$ cat src/rtl/gpio_gate_pkg.sv
// Package: register offsets and widths shared by the GPIO bank modules.
// Assumes byte offsets with one 16-bit register every 4 bytes.
package gpio_gate_pkg;
    localparam int unsigned OFS_W = 8;
    localparam logic [OFS_W-1:0] OFS_PIN_VIEW = 8'h00;
    localparam logic [OFS_W-1:0] OFS_DRIVE    = 8'h04;
    localparam logic [OFS_W-1:0] OFS_DIR      = 8'h08;
    localparam logic [OFS_W-1:0] OFS_EDGE_SEL = 8'h0C;
    localparam logic [OFS_W-1:0] OFS_MASK     = 8'h10;
    localparam logic [OFS_W-1:0] OFS_STATUS   = 8'h14;
    localparam logic [OFS_W-1:0] OFS_GATE     = 8'h18;
endpackage

$ cat src/rtl/gpio_in_sync.sv
// Module: two-flop synchronizer plus previous-value register for each line.
// Assumes pins are asynchronous. All stages reset to 0 together, so the
// first cycle after reset shows no edge.
module gpio_in_sync #(
    parameter int unsigned N_LINES = 16
) (
    input  logic               clk,
    input  logic               rst_n,
    input  logic [N_LINES-1:0] pins_i,
    output logic [N_LINES-1:0] cur_o,
    output logic [N_LINES-1:0] prev_o
);
    logic [N_LINES-1:0] meta_q;

    // Shift pin levels through the metastability stages and the history stage.
    always_ff @(posedge clk) begin
        if (!rst_n) begin
            meta_q <= '0;
            cur_o  <= '0;
            prev_o <= '0;
        end else begin
            meta_q <= pins_i;
            cur_o  <= meta_q;
            prev_o <= cur_o;
        end
    end
endmodule

$ cat src/rtl/gpio_evt_status.sv
// Module: per-line edge detection, sticky status with write-one-to-clear,
// and the interrupt output. Assumes the direction bit is 1 for inputs and
// that edge-select is 1 for rising edges. An edge wins over a clear that
// hits the same bit in the same cycle.
module gpio_evt_status #(
    parameter int unsigned N_LINES = 16
) (
    input  logic               clk,
    input  logic               rst_n,
    input  logic [N_LINES-1:0] cur_i,
    input  logic [N_LINES-1:0] prev_i,
    input  logic [N_LINES-1:0] dir_i,
    input  logic [N_LINES-1:0] edge_sel_i,
    input  logic [N_LINES-1:0] mask_i,
    input  logic               clr_we_i,
    input  logic [N_LINES-1:0] clr_bits_i,
    output logic [N_LINES-1:0] status_o,
    output logic               irq_o
);
    logic [N_LINES-1:0] evt;

    // One edge detector per line; the polarity comes from edge-select.
    for (genvar i = 0; i < N_LINES; i++) begin : g_line
        always_comb begin
            evt[i] = dir_i[i] & (edge_sel_i[i] ? (cur_i[i] & ~prev_i[i])
                                               : (~cur_i[i] & prev_i[i]));
        end
    end

    // Status update: clear the bits written as 1, then set the new events.
    always_ff @(posedge clk) begin
        if (!rst_n) begin
            status_o <= '0;
        end else begin
            status_o <= (status_o & ~({N_LINES{clr_we_i}} & clr_bits_i)) | evt;
        end
    end

    // Interrupt request from the unmasked pending bits.
    always_comb irq_o = |(status_o & ~mask_i);

    // a bit that newly sets must belong to a line that was an input.
    assert_output_line_no_capture_R7: assert property (@(posedge clk) disable iff (!rst_n)
        1'b1 |=> ((status_o & ~$past(status_o) & ~$past(dir_i)) == '0));

    // bits written as 1 with no edge in the same cycle read 0 next cycle.
    assert_w1c_clears_R9: assert property (@(posedge clk) disable iff (!rst_n)
        clr_we_i |=> ((status_o & $past(clr_bits_i) & ~$past(evt)) == '0));

    // the interrupt needs at least one pending bit.
    assert_irq_needs_pending_R10: assert property (@(posedge clk) disable iff (!rst_n)
        irq_o |-> (status_o != '0));

    // with every line masked the interrupt stays low.
    assert_all_masked_quiet_R10: assert property (@(posedge clk) disable iff (!rst_n)
        (&mask_i) |-> !irq_o);
endmodule

$ cat src/rtl/gpio_regfile.sv
// Module: register decode, storage and read multiplexer for the GPIO bank.
// Assumes combinational reads and writes on the rising edge. The status
// register is not stored here; a write to it becomes a clear request.
module gpio_regfile
    import gpio_gate_pkg::*;
#(
    parameter int unsigned N_LINES = 16
) (
    input  logic               clk,
    input  logic               rst_n,
    input  logic [OFS_W-1:0]   addr_i,
    input  logic               we_i,
    input  logic [N_LINES-1:0] wdata_i,
    input  logic [N_LINES-1:0] pin_view_i,
    input  logic [N_LINES-1:0] status_i,
    output logic [N_LINES-1:0] rdata_o,
    output logic [N_LINES-1:0] drive_o,
    output logic [N_LINES-1:0] dir_o,
    output logic [N_LINES-1:0] edge_sel_o,
    output logic [N_LINES-1:0] mask_o,
    output logic [N_LINES-1:0] gate_o,
    output logic               clr_we_o,
    output logic [N_LINES-1:0] clr_bits_o
);
    logic hit_known;

    // Decide whether the offset names a register at all.
    always_comb begin
        case (addr_i)
            OFS_PIN_VIEW, OFS_DRIVE, OFS_DIR, OFS_EDGE_SEL,
            OFS_MASK, OFS_STATUS, OFS_GATE: hit_known = 1'b1;
            default:                        hit_known = 1'b0;
        endcase
    end

    // Store the writable control registers.
    always_ff @(posedge clk) begin
        if (!rst_n) begin
            drive_o    <= '0;
            dir_o      <= '1;
            edge_sel_o <= '1;
            mask_o     <= '1;
            gate_o     <= '1;
        end else if (we_i) begin
            case (addr_i)
                OFS_DRIVE:    drive_o    <= wdata_i;
                OFS_DIR:      dir_o      <= wdata_i;
                OFS_EDGE_SEL: edge_sel_o <= wdata_i;
                OFS_MASK:     mask_o     <= wdata_i;
                OFS_GATE:     gate_o     <= wdata_i;
                default:      ;
            endcase
        end
    end

    // Pass a status write on as a clear request.
    always_comb begin
        clr_we_o   = we_i && (addr_i == OFS_STATUS);
        clr_bits_o = wdata_i;
    end

    // Read multiplexer; the input view is masked by the pin gate.
    always_comb begin
        case (addr_i)
            OFS_PIN_VIEW: rdata_o = pin_view_i & gate_o;
            OFS_DRIVE:    rdata_o = drive_o;
            OFS_DIR:      rdata_o = dir_o;
            OFS_EDGE_SEL: rdata_o = edge_sel_o;
            OFS_MASK:     rdata_o = mask_o;
            OFS_STATUS:   rdata_o = status_i;
            OFS_GATE:     rdata_o = gate_o;
            default:      rdata_o = '0;
        endcase
    end

    // a write to an unknown offset or to the input view changes nothing.
    assert_undef_write_ignored_R11: assert property (@(posedge clk) disable iff (!rst_n)
        (we_i && (!hit_known || addr_i == OFS_PIN_VIEW))
        |=> $stable({drive_o, dir_o, edge_sel_o, mask_o, gate_o}));

    // the input view never shows a line that the gate hides.
    assert_view_gated_R3: assert property (@(posedge clk) disable iff (!rst_n)
        (addr_i == OFS_PIN_VIEW) |-> ((rdata_o & ~gate_o) == '0));
endmodule

$ cat src/rtl/gpio_gate_bank.sv
// Module: top of the 16-line GPIO bank with per-pin read gating.
// Assumes a single clock and synchronous active-low reset. Pins are sampled
// asynchronously through the synchronizer.
module gpio_gate_bank
    import gpio_gate_pkg::*;
#(
    parameter int unsigned N_LINES = 16
) (
    input  logic               clk,
    input  logic               rst_n,
    input  logic [OFS_W-1:0]   bus_addr,
    input  logic               bus_we,
    input  logic [N_LINES-1:0] bus_wdata,
    output logic [N_LINES-1:0] bus_rdata,
    input  logic [N_LINES-1:0] pins_in,
    output logic [N_LINES-1:0] pins_out,
    output logic [N_LINES-1:0] pins_oe,
    output logic               irq
);
    logic [N_LINES-1:0] cur, prev, status, drive, dir, edge_sel, mask, gate, clr_bits;
    logic               clr_we;

    gpio_in_sync #(.N_LINES(N_LINES)) u_sync (
        .clk(clk), .rst_n(rst_n), .pins_i(pins_in), .cur_o(cur), .prev_o(prev)
    );

    gpio_regfile #(.N_LINES(N_LINES)) u_regs (
        .clk(clk), .rst_n(rst_n), .addr_i(bus_addr), .we_i(bus_we),
        .wdata_i(bus_wdata), .pin_view_i(cur), .status_i(status),
        .rdata_o(bus_rdata), .drive_o(drive), .dir_o(dir), .edge_sel_o(edge_sel),
        .mask_o(mask), .gate_o(gate), .clr_we_o(clr_we), .clr_bits_o(clr_bits)
    );

    gpio_evt_status #(.N_LINES(N_LINES)) u_evt (
        .clk(clk), .rst_n(rst_n), .cur_i(cur), .prev_i(prev), .dir_i(dir),
        .edge_sel_i(edge_sel), .mask_i(mask), .clr_we_i(clr_we),
        .clr_bits_i(clr_bits), .status_o(status), .irq_o(irq)
    );

    // Pad drive: enable the output lines and show drive data only on them.
    always_comb begin
        pins_oe  = ~dir;
        pins_out = drive & ~dir;
    end

    // an input line is never driven high.
    assert_out_only_driven_R4: assert property (@(posedge clk) disable iff (!rst_n)
        ((pins_out & ~pins_oe) == '0));
endmodule

$ cat config.mk
export PLATFORM = sky130hd
export DESIGN_NAME = gpio_gate_bank
export DESIGN_NICKNAME = d
export VERILOG_FILES = /design/src/rtl/gpio_gate_pkg.sv /design/src/rtl/gpio_in_sync.sv /design/src/rtl/gpio_evt_status.sv /design/src/rtl/gpio_regfile.sv /design/src/rtl/gpio_gate_bank.sv
export SDC_FILE = /design/constraint.sdc
export NUM_CORES = 1
export LEC_CHECK = 0
export ABC_AREA = 0
export BUFFER_PORTS_ARGS = -buffer_cell sky130_fd_sc_hd__buf_4
export CORE_MARGIN = 1.5
export CORE_UTILIZATION = 48
export DETAILED_ROUTE_END_ITERATION = 6
export PLACE_DENSITY = 0.69
export SYNTH_ARGS = -nofsm -noshare
export SYNTH_HDL_FRONTEND = slang
export SYNTH_SLANG_ARGS = --single-unit
$ cat constraint.sdc
create_clock -name clk -period 8.1 [get_ports clk]
set_input_delay 2.43 -clock clk [delete_from_list [all_inputs] [get_ports clk]]
set_output_delay 2.43 -clock clk [all_outputs]
set_load 0.05 [all_outputs]
Yosys cells after proc, flatten, opt, wreduce, memory -nomap -nowiden
Index checks and enable logic that the tools add are counted.

Eq/ne operators: 6. Mux-type cells: 17. Bitwise logic cells: 89. Reduce and logical (&&, ||, !) cells: 8.

Operator list (number): one-hot mux 16 bit (7 select lines) (1); AND 16 bit (5); AND 1 bit (48); NOT 16 bit (3); NOT 1 bit (32); == test 8 x 5 -> 1 bit (second input constant) (3); == test 8 x 4 -> 1 bit (second input constant) (2); 2-to-1 mux 1 bit (16); bitwise OR 16 bit (1); OR reduction 16 bit (1); AND reduction 2 bit (5); == test 8 x 3 -> 1 bit (second input constant) (1); logical NOT 8 bit (1); logical AND 1 bit (1).

Bits in registers: 144. Output and inout bits: 49. Logic and storage cells: 129.

Logic depth before layout (Yosys ltp)
Gate-level depths: netlist of the first run.

Word-level depth: 6. Mapped depth: 8. Depth with buffers taken out: 4.

Hierarchy
From an unflattened synthesis of the first run, not the netlist that was laid out.

Cell total of the unflattened synthesis: 713. Area, all modules: 6522.5 µm².

Modules (own cells, without submodules): gpio_regfile (times used 1, cells each 460, area an instance 3981.3 µm², sequential area each 1601.5 µm²); gpio_in_sync (times used 1, cells each 101, area an instance 1331.3 µm², sequential area each 960.9 µm²); gpio_evt_status (times used 1, cells each 120, area an instance 1049.8 µm², sequential area each 320.3 µm²); gpio_gate_bank (times used 1, cells each 32, area an instance 160.2 µm², sequential area each 0.0 µm²).

Worst setup path before layout of the first run
OpenSTA, ideal clock, no wires.

Path type: in2out. Start: input port bus_addr[3]. End: output port bus_rdata[10]. Arrival: 4242 ps. Required time: 5670 ps. Setup slack: 1428 ps. Stages on the path: 5. Cell sequence: nor4b_2 > clkbuf_1 > a22oi_1 > a21o_1 > a21oi_1.

Word-level cells in the longest chain between the ends: 2. Elaborated cells between the ends (all ways): 8. Classes of those cells: eq/ne (6); mux (1); reduce/logical (1).

RTL lines: from (decl) (RTL line gpio_gate_bank.sv:11) `input logic [OFS_W-1:0] bus_addr,`; == test 8 x 5 -> 1 bit, or another cell as far along (RTL line gpio_regfile.sv:64) `case (addr_i)`; one-hot mux 16 bit (7 select lines) * (RTL line gpio_regfile.sv:64); to (decl) (RTL line gpio_gate_bank.sv:14) `output logic [N_LINES-1:0] bus_rdata,`.

Every way passes the cells marked *; elsewhere a longest branch is shown, timed or not.

Final worst setup path of the first run
Start: input port bus_addr[7]. End: output port bus_rdata[4].

The elaborated chain is that of the path after synthesis.

==> results of run 1 <==
-- where the power goes --
group	internal (mW)	switching (mW)
logic	0.0394	0.0533
clock network	0.491	0.279
registers	0.724	0.0108
total	1.25	0.343
-- placed cells by master (no fill, tap or decap), types with 3 or more instances in the layout --
master and n:
nand2_1 193, dfxtp_1 144, buf_4 98, and2_1 51, nand3_1 43, inv_1 32
o211ai_1 28, nor2_1 27, a22oi_1 22, o21ai_0 19, nor2b_1 18, a21oi_1 18
clkbuf_16 17, a21boi_0 16, a32oi_1 9, a31o_2 9, mux2i_1 8, o22ai_1 8
a31o_1 7, a21o_1 6, o32ai_1 5, a211o_1 5, and3_1 4, a2bb2oi_1 4
a221oi_1 4, a221o_1 3, nand4_1 3, and4_1 3, clkinv_2 3, bufinv_16 3
-- cells by family after synthesis --
kind of cell | count (synthesis) | synth area share
AO/OA/AOI/OAI | 167 | 0.196
flip-flops | 144 | 0.464
multiplexers | 10 | 0.0165
buffers and inverters | 83 | 0.0540
AND/OR/NAND/NOR | 357 | 0.269
-- critical path: stages --
cell and delay, ns:
buf_4 0.12, nor3_2 0.48, nand3_1 0.70, a2bb2oi_1 0.32
o211ai_1 0.16, buf_4 0.26
-- per-layer routing --
metal  part of all wire  global-route usage  wire length, um
met5                  0                   0                0
met2               0.47               0.439             8460
met4              0.013              0.0827              231
met1               0.43               0.369             7830
met3              0.088              0.0789             1600
-- final timing paths --
check | from | to | slack, ns | cells past startpoint
setup / recovery | bus_addr[7] | bus_rdata[4] | 1.19 | 6
hold / removal | u_sync.meta_q[3] | u_sync.cur_o[3] | 0.43 | 1
setup reg to reg | u_sync.cur_o[4] | u_evt.status_o[4] | 7.14 | 4
hold reg to reg | u_sync.meta_q[3] | u_sync.cur_o[3] | 0.43 | 1
-- flip-flops by register name, indices dropped and copies added, names as in the netlist --
| register | count |
|---|---|
| u_evt.status_o | 16 |
| u_regs.dir_o | 16 |
| u_regs.drive_o | 16 |
| u_regs.edge_sel_o | 16 |
| u_regs.gate_o | 16 |
| u_regs.mask_o | 16 |
| u_sync.cur_o | 16 |
| u_sync.meta_q | 16 |
| u_sync.prev_o | 16 |
-- final cells by class --
cell class	count	area [um2]
Fill cell	1176	5100
Multi-Input combinational cell	534	2990
Sequential cell	144	2880
Timing Repair Buffer	98	736
Clock buffer	21	460
Tap cell	172	215
Inverter	32	120
Clock inverter	7	113
-- through the flow --
step	utilization	worst slack (ns)	cells	total power, mW	hold slack, ns
5_1_grt	0.596	1.03	1008	1.65	0.449
6_report	0.596	1.19	1008	1.60	0.430
3_5_place_dp	0.551	1.26	980	0.841	0.419
3_3_place_gp	0.551	1.29	980	0.838	0.415
4_1_cts	0.596	1.23	1008	1.61	0.433
2_1_floorplan	-	1.43	761	0.799	0.412
==> key figures, run 1 <==
Outcome
  • Status: complete, no violations

Global routing
  • GRT Residual Overflow: 0
  • Largest net degree at the start of global routing: 93
  • First-pass GRT wire length: 28300 um
  • Vias in the first global route: 5356
  • Initial antenna violation count: 0
  • All-Layer GR Usage: 0.277

Yosys
  • Post-Synthesis Cells: 761
  • Post-synth top area cell: dfxtp_1
  • Syn Area/Cell: 8.16 um2
  • Number of flops mapped to enable cells by yosys: 0
  • Warnings, synthesis: 0
  • Post-Syn Nets: 804
  • Synth Cell Area: 6210 um2
  • Top cells by count, synth: nand2_1, dfxtp_1, and2_1
  • Sequential cell area fraction in the yosys report: 0.464
  • Synth cell types: 47
  • Yosys top cell area share: 0.464
  • Leading post-synthesis cells by cell area: dfxtp_1, nand2_1, and2_1
  • Top FF cell, synth: dfxtp_1
  • Yosys reg bits: 144
  • Fraction of registers with async set/reset: 0
  • Most frequent cell after synthesis: nand2_1

Power and ir drop
  • PwrDens: 212 nW/um2
  • Leak pwr: 3.30 nW
  • Peak supply drop: 0.000136 V

STA
  • Fin crit period: 6.91 ns
  • Setup Skew: 0.00623 ns
  • Slew @ Worst Pin: 1.11 ns
  • Hold Vio Cnt, Final: 0
  • Sum Neg Setup Slack: 0 ns
  • RSZ-0062 raised after global routing: false
  • Max Transition Viols Final: 0
  • Endpoints failing setup: 0
  • Crit share post-route: 0.853
  • Slew margin rel.: 0.257
  • FMAX: 0.145 GHz

Clock network
  • H-tree depth: 4
  • Clk buf depth: 2
  • CTS sink count: 144
  • Worst skew pair latency: 0.42 ns
  • Worst-path clk slew: 0.05 ns
  • Hold_buf cts: 0
  • TritonCTS clock tree: yes
  • Root Buffer Master: clkbuf_16
  • Setup repair bufs after CTS: 0
  • TritonCTS Buffers: 17
  • Post-CTS resize count: 0

Die
  • Die X: 117 um
  • Die Y: 117 um
  • Ports: 92
  • Initial Util: 0.492
  • Die Area: 13600 um2
  • Core Region: 12600 um2
  • Row cnt: 41

Layout
  • Finished layout cell area: 7520 um2
  • Final nets: 870
  • Layout cells sized above 1: 0.167
  • Area grow syn2layout: 21.1%
  • # diodes: 0

Routing
  • Drt pass-1 iters: 5
  • Vias: 5761
  • Total wire length: 18100 um
  • Drt wl/cell: 18.0 um
  • Antenna Nets Post-Route: 0
  • Routed vias/inst: 5.72
  • Remaining DRCs: 0
  • DRT iter0 DRCs: 669

Critical path
  • Worst-path fanout max: 14
  • Setup CP Type: input pin to output pin
  • Crit. End Element: output pin
  • CP Launch Type: input pin
  • CP required: 5.67 ns
  • CP arrival: 4.48 ns

Place
  • Gpl congestion: 0.852
  • Area after DPL: 6950 um2
  • I/O Buffers: 91
  • HPWL after DPL: 11500 um

Worst hold path
  • Tightest Hold Check Type: register to register

Job
  • Total of max-cap violations: 0
No activity file was read; power rests on OpenSTA's default activity.
==> run 2: changes to the inputs <==
CTS_BUF_LIST = sky130_fd_sc_hd__clkbuf_4   (was unset)
CTS_CLUSTER_DIAMETER = 150   (was unset)
SLEW_MARGIN = 20   (was unset)
==> key figures, run 2 (synthesized netlist as in run 1, its figures left out) <==
Routing
  • Drt wl/cell: 17.7 um
  • Routed vias/inst: 5.75
  • Met3 Wirelength: 1570 um
  • Antenna Nets Post-Route: 0
  • Drt pass-1 iters: 5
  • Met1 Wirelength: 7640 um
  • DRT iter0 DRCs: 636
  • Highest metal used: met5
  • Remaining DRCs: 0
  • Vias: 5793
  • Routed met2 length: 8310 um
  • Total wire length: 17900 um

Clock network
  • Setup repair bufs after CTS: 0
  • Root Buffer Master: clkbuf_4
  • CTS sink count: 144
  • Hold_buf cts: 0
  • H-tree depth: 4
  • Post-CTS resize count: 0
  • TritonCTS Buffers: 17
  • TritonCTS clock tree: yes
  • Worst skew pair latency: 0.56 ns
  • Clk buf depth: 2
  • Worst-path clk slew: 0.10 ns

Global routing
  • First-pass GRT wire length: 28000 um
  • All-Layer GR Usage: 0.273
  • Vias in the first global route: 5380
  • GRT Residual Overflow: 0
  • Initial antenna violation count: 0
  • Largest net degree at the start of global routing: 93

Die
  • Row cnt: 41
  • Die X: 117 um
  • Ports: 92
  • Core Region: 12600 um2
  • Initial Util: 0.492
  • Die Area: 13600 um2
  • Die Y: 117 um

Place
  • Gpl congestion: 0.852
  • Area after DPL: 6950 um2
  • Placed insts: 980
  • HPWL after DPL: 11500 um
  • I/O Buffers: 91

Critical path
  • Worst Path Buf+Inv: 2
  • Critical path's slowest cell: nand3_1
  • Setup CP Type: input pin to output pin
  • CP arrival: 4.46 ns
  • Top cell family by delay on the critical path: simple AND/OR/NAND/NOR gates
  • CP Cell Sequence: buf_4, nor3_2, nand3_1, a2bb2oi_1, o211ai_1, buf_4
  • Critical path's largest stage delay: 0.70 ns
  • Worst path most repeated cell: buf_4
  • Crit. End Element: output pin
  • CP Launch Type: input pin
  • CP required: 5.67 ns
  • Worst-path fanout max: 14

Power and ir drop
  • Leak pwr: 3.16 nW
  • PwrDens: 177 nW/um2
  • Peak supply drop: 0.000102 V

Job
  • Total of max-cap violations: 0

Layout
  • # diodes: 0
  • Finished layout cell area: 7210 um2
  • Area grow syn2layout: 16.1%
  • Commonest non-fill, non-tap cell in the layout: nand2_1
  • Non-filler instance count after layout: 1008
  • Layout cells sized above 1: 0.167
  • Final nets: 870
  • Final cell utilization of the core: 0.571
  • Most frequent cells in the layout: nand2_1, dfxtp_1, buf_4

STA
  • Endpoints failing setup: 0
  • RSZ-0062 raised after global routing: false
  • Slew @ Worst Pin: 1.17 ns
  • Hold Vio Cnt, Final: 0
  • Fin crit period: 6.89 ns
  • Max Transition Viols Final: 0
  • Setup Skew: 0.0105 ns
  • FMAX: 0.145 GHz
  • Slew margin rel.: 0.221
  • Sum Neg Setup Slack: 0 ns
  • Crit share post-route: 0.851

Outcome
  • Status: complete, no violations

Worst hold path
  • Tightest Hold Check Type: register to register
-- run 2: report_power, final --
group	total, mW	internal, mW	switching (mW)
Clock	0.447	0.210	0.237
Combinational	0.0926	0.0394	0.0531
Sequential	0.734	0.723	0.0109
Total	1.27	0.972	0.301
-- run 2: area by class of cell --
cell class	instances	area (um2)
Timing Repair Buffer	98	736
Inverter	32	120
Clock inverter	9	120
Fill cell	1208	5410
Multi-Input combinational cell	534	2990
Sequential cell	144	2880
Clock buffer	19	143
Tap cell	172	215
-- run 2: layer usage --
| layer | vias to the layer above | GRT usage |
|---|---|---|
| met5 | - | 0.0222 |
| met4 | 2 | 0.101 |
| met3 | 29 | 0.0638 |
| met2 | 274 | 0.435 |
| met1 | 2738 | 0.361 |
| li1 | 2750 | - |
-- run 2: per-stage QoR --
step	total power [mW]	setup slack, ns	hold slack (ns)
2_1_floorplan	0.799	1.43	0.412
3_3_place_gp	0.838	1.29	0.415
3_5_place_dp	0.841	1.26	0.419
4_1_cts	1.28	1.25	0.443
5_1_grt	1.32	1.04	0.464
6_report	1.27	1.21	0.442
-- run 2: path summary, 6_finish.rpt --
check | from | endpoint | slack, ns | depth (start not counted)
hold / removal | u_sync.meta_q[3] | u_sync.cur_o[3] | 0.44 | 1
hold reg to reg | u_sync.meta_q[3] | u_sync.cur_o[3] | 0.44 | 1
setup / recovery | bus_addr[7] | bus_rdata[4] | 1.21 | 6
setup reg to reg | u_sync.cur_o[4] | u_evt.status_o[4] | 7.14 | 4
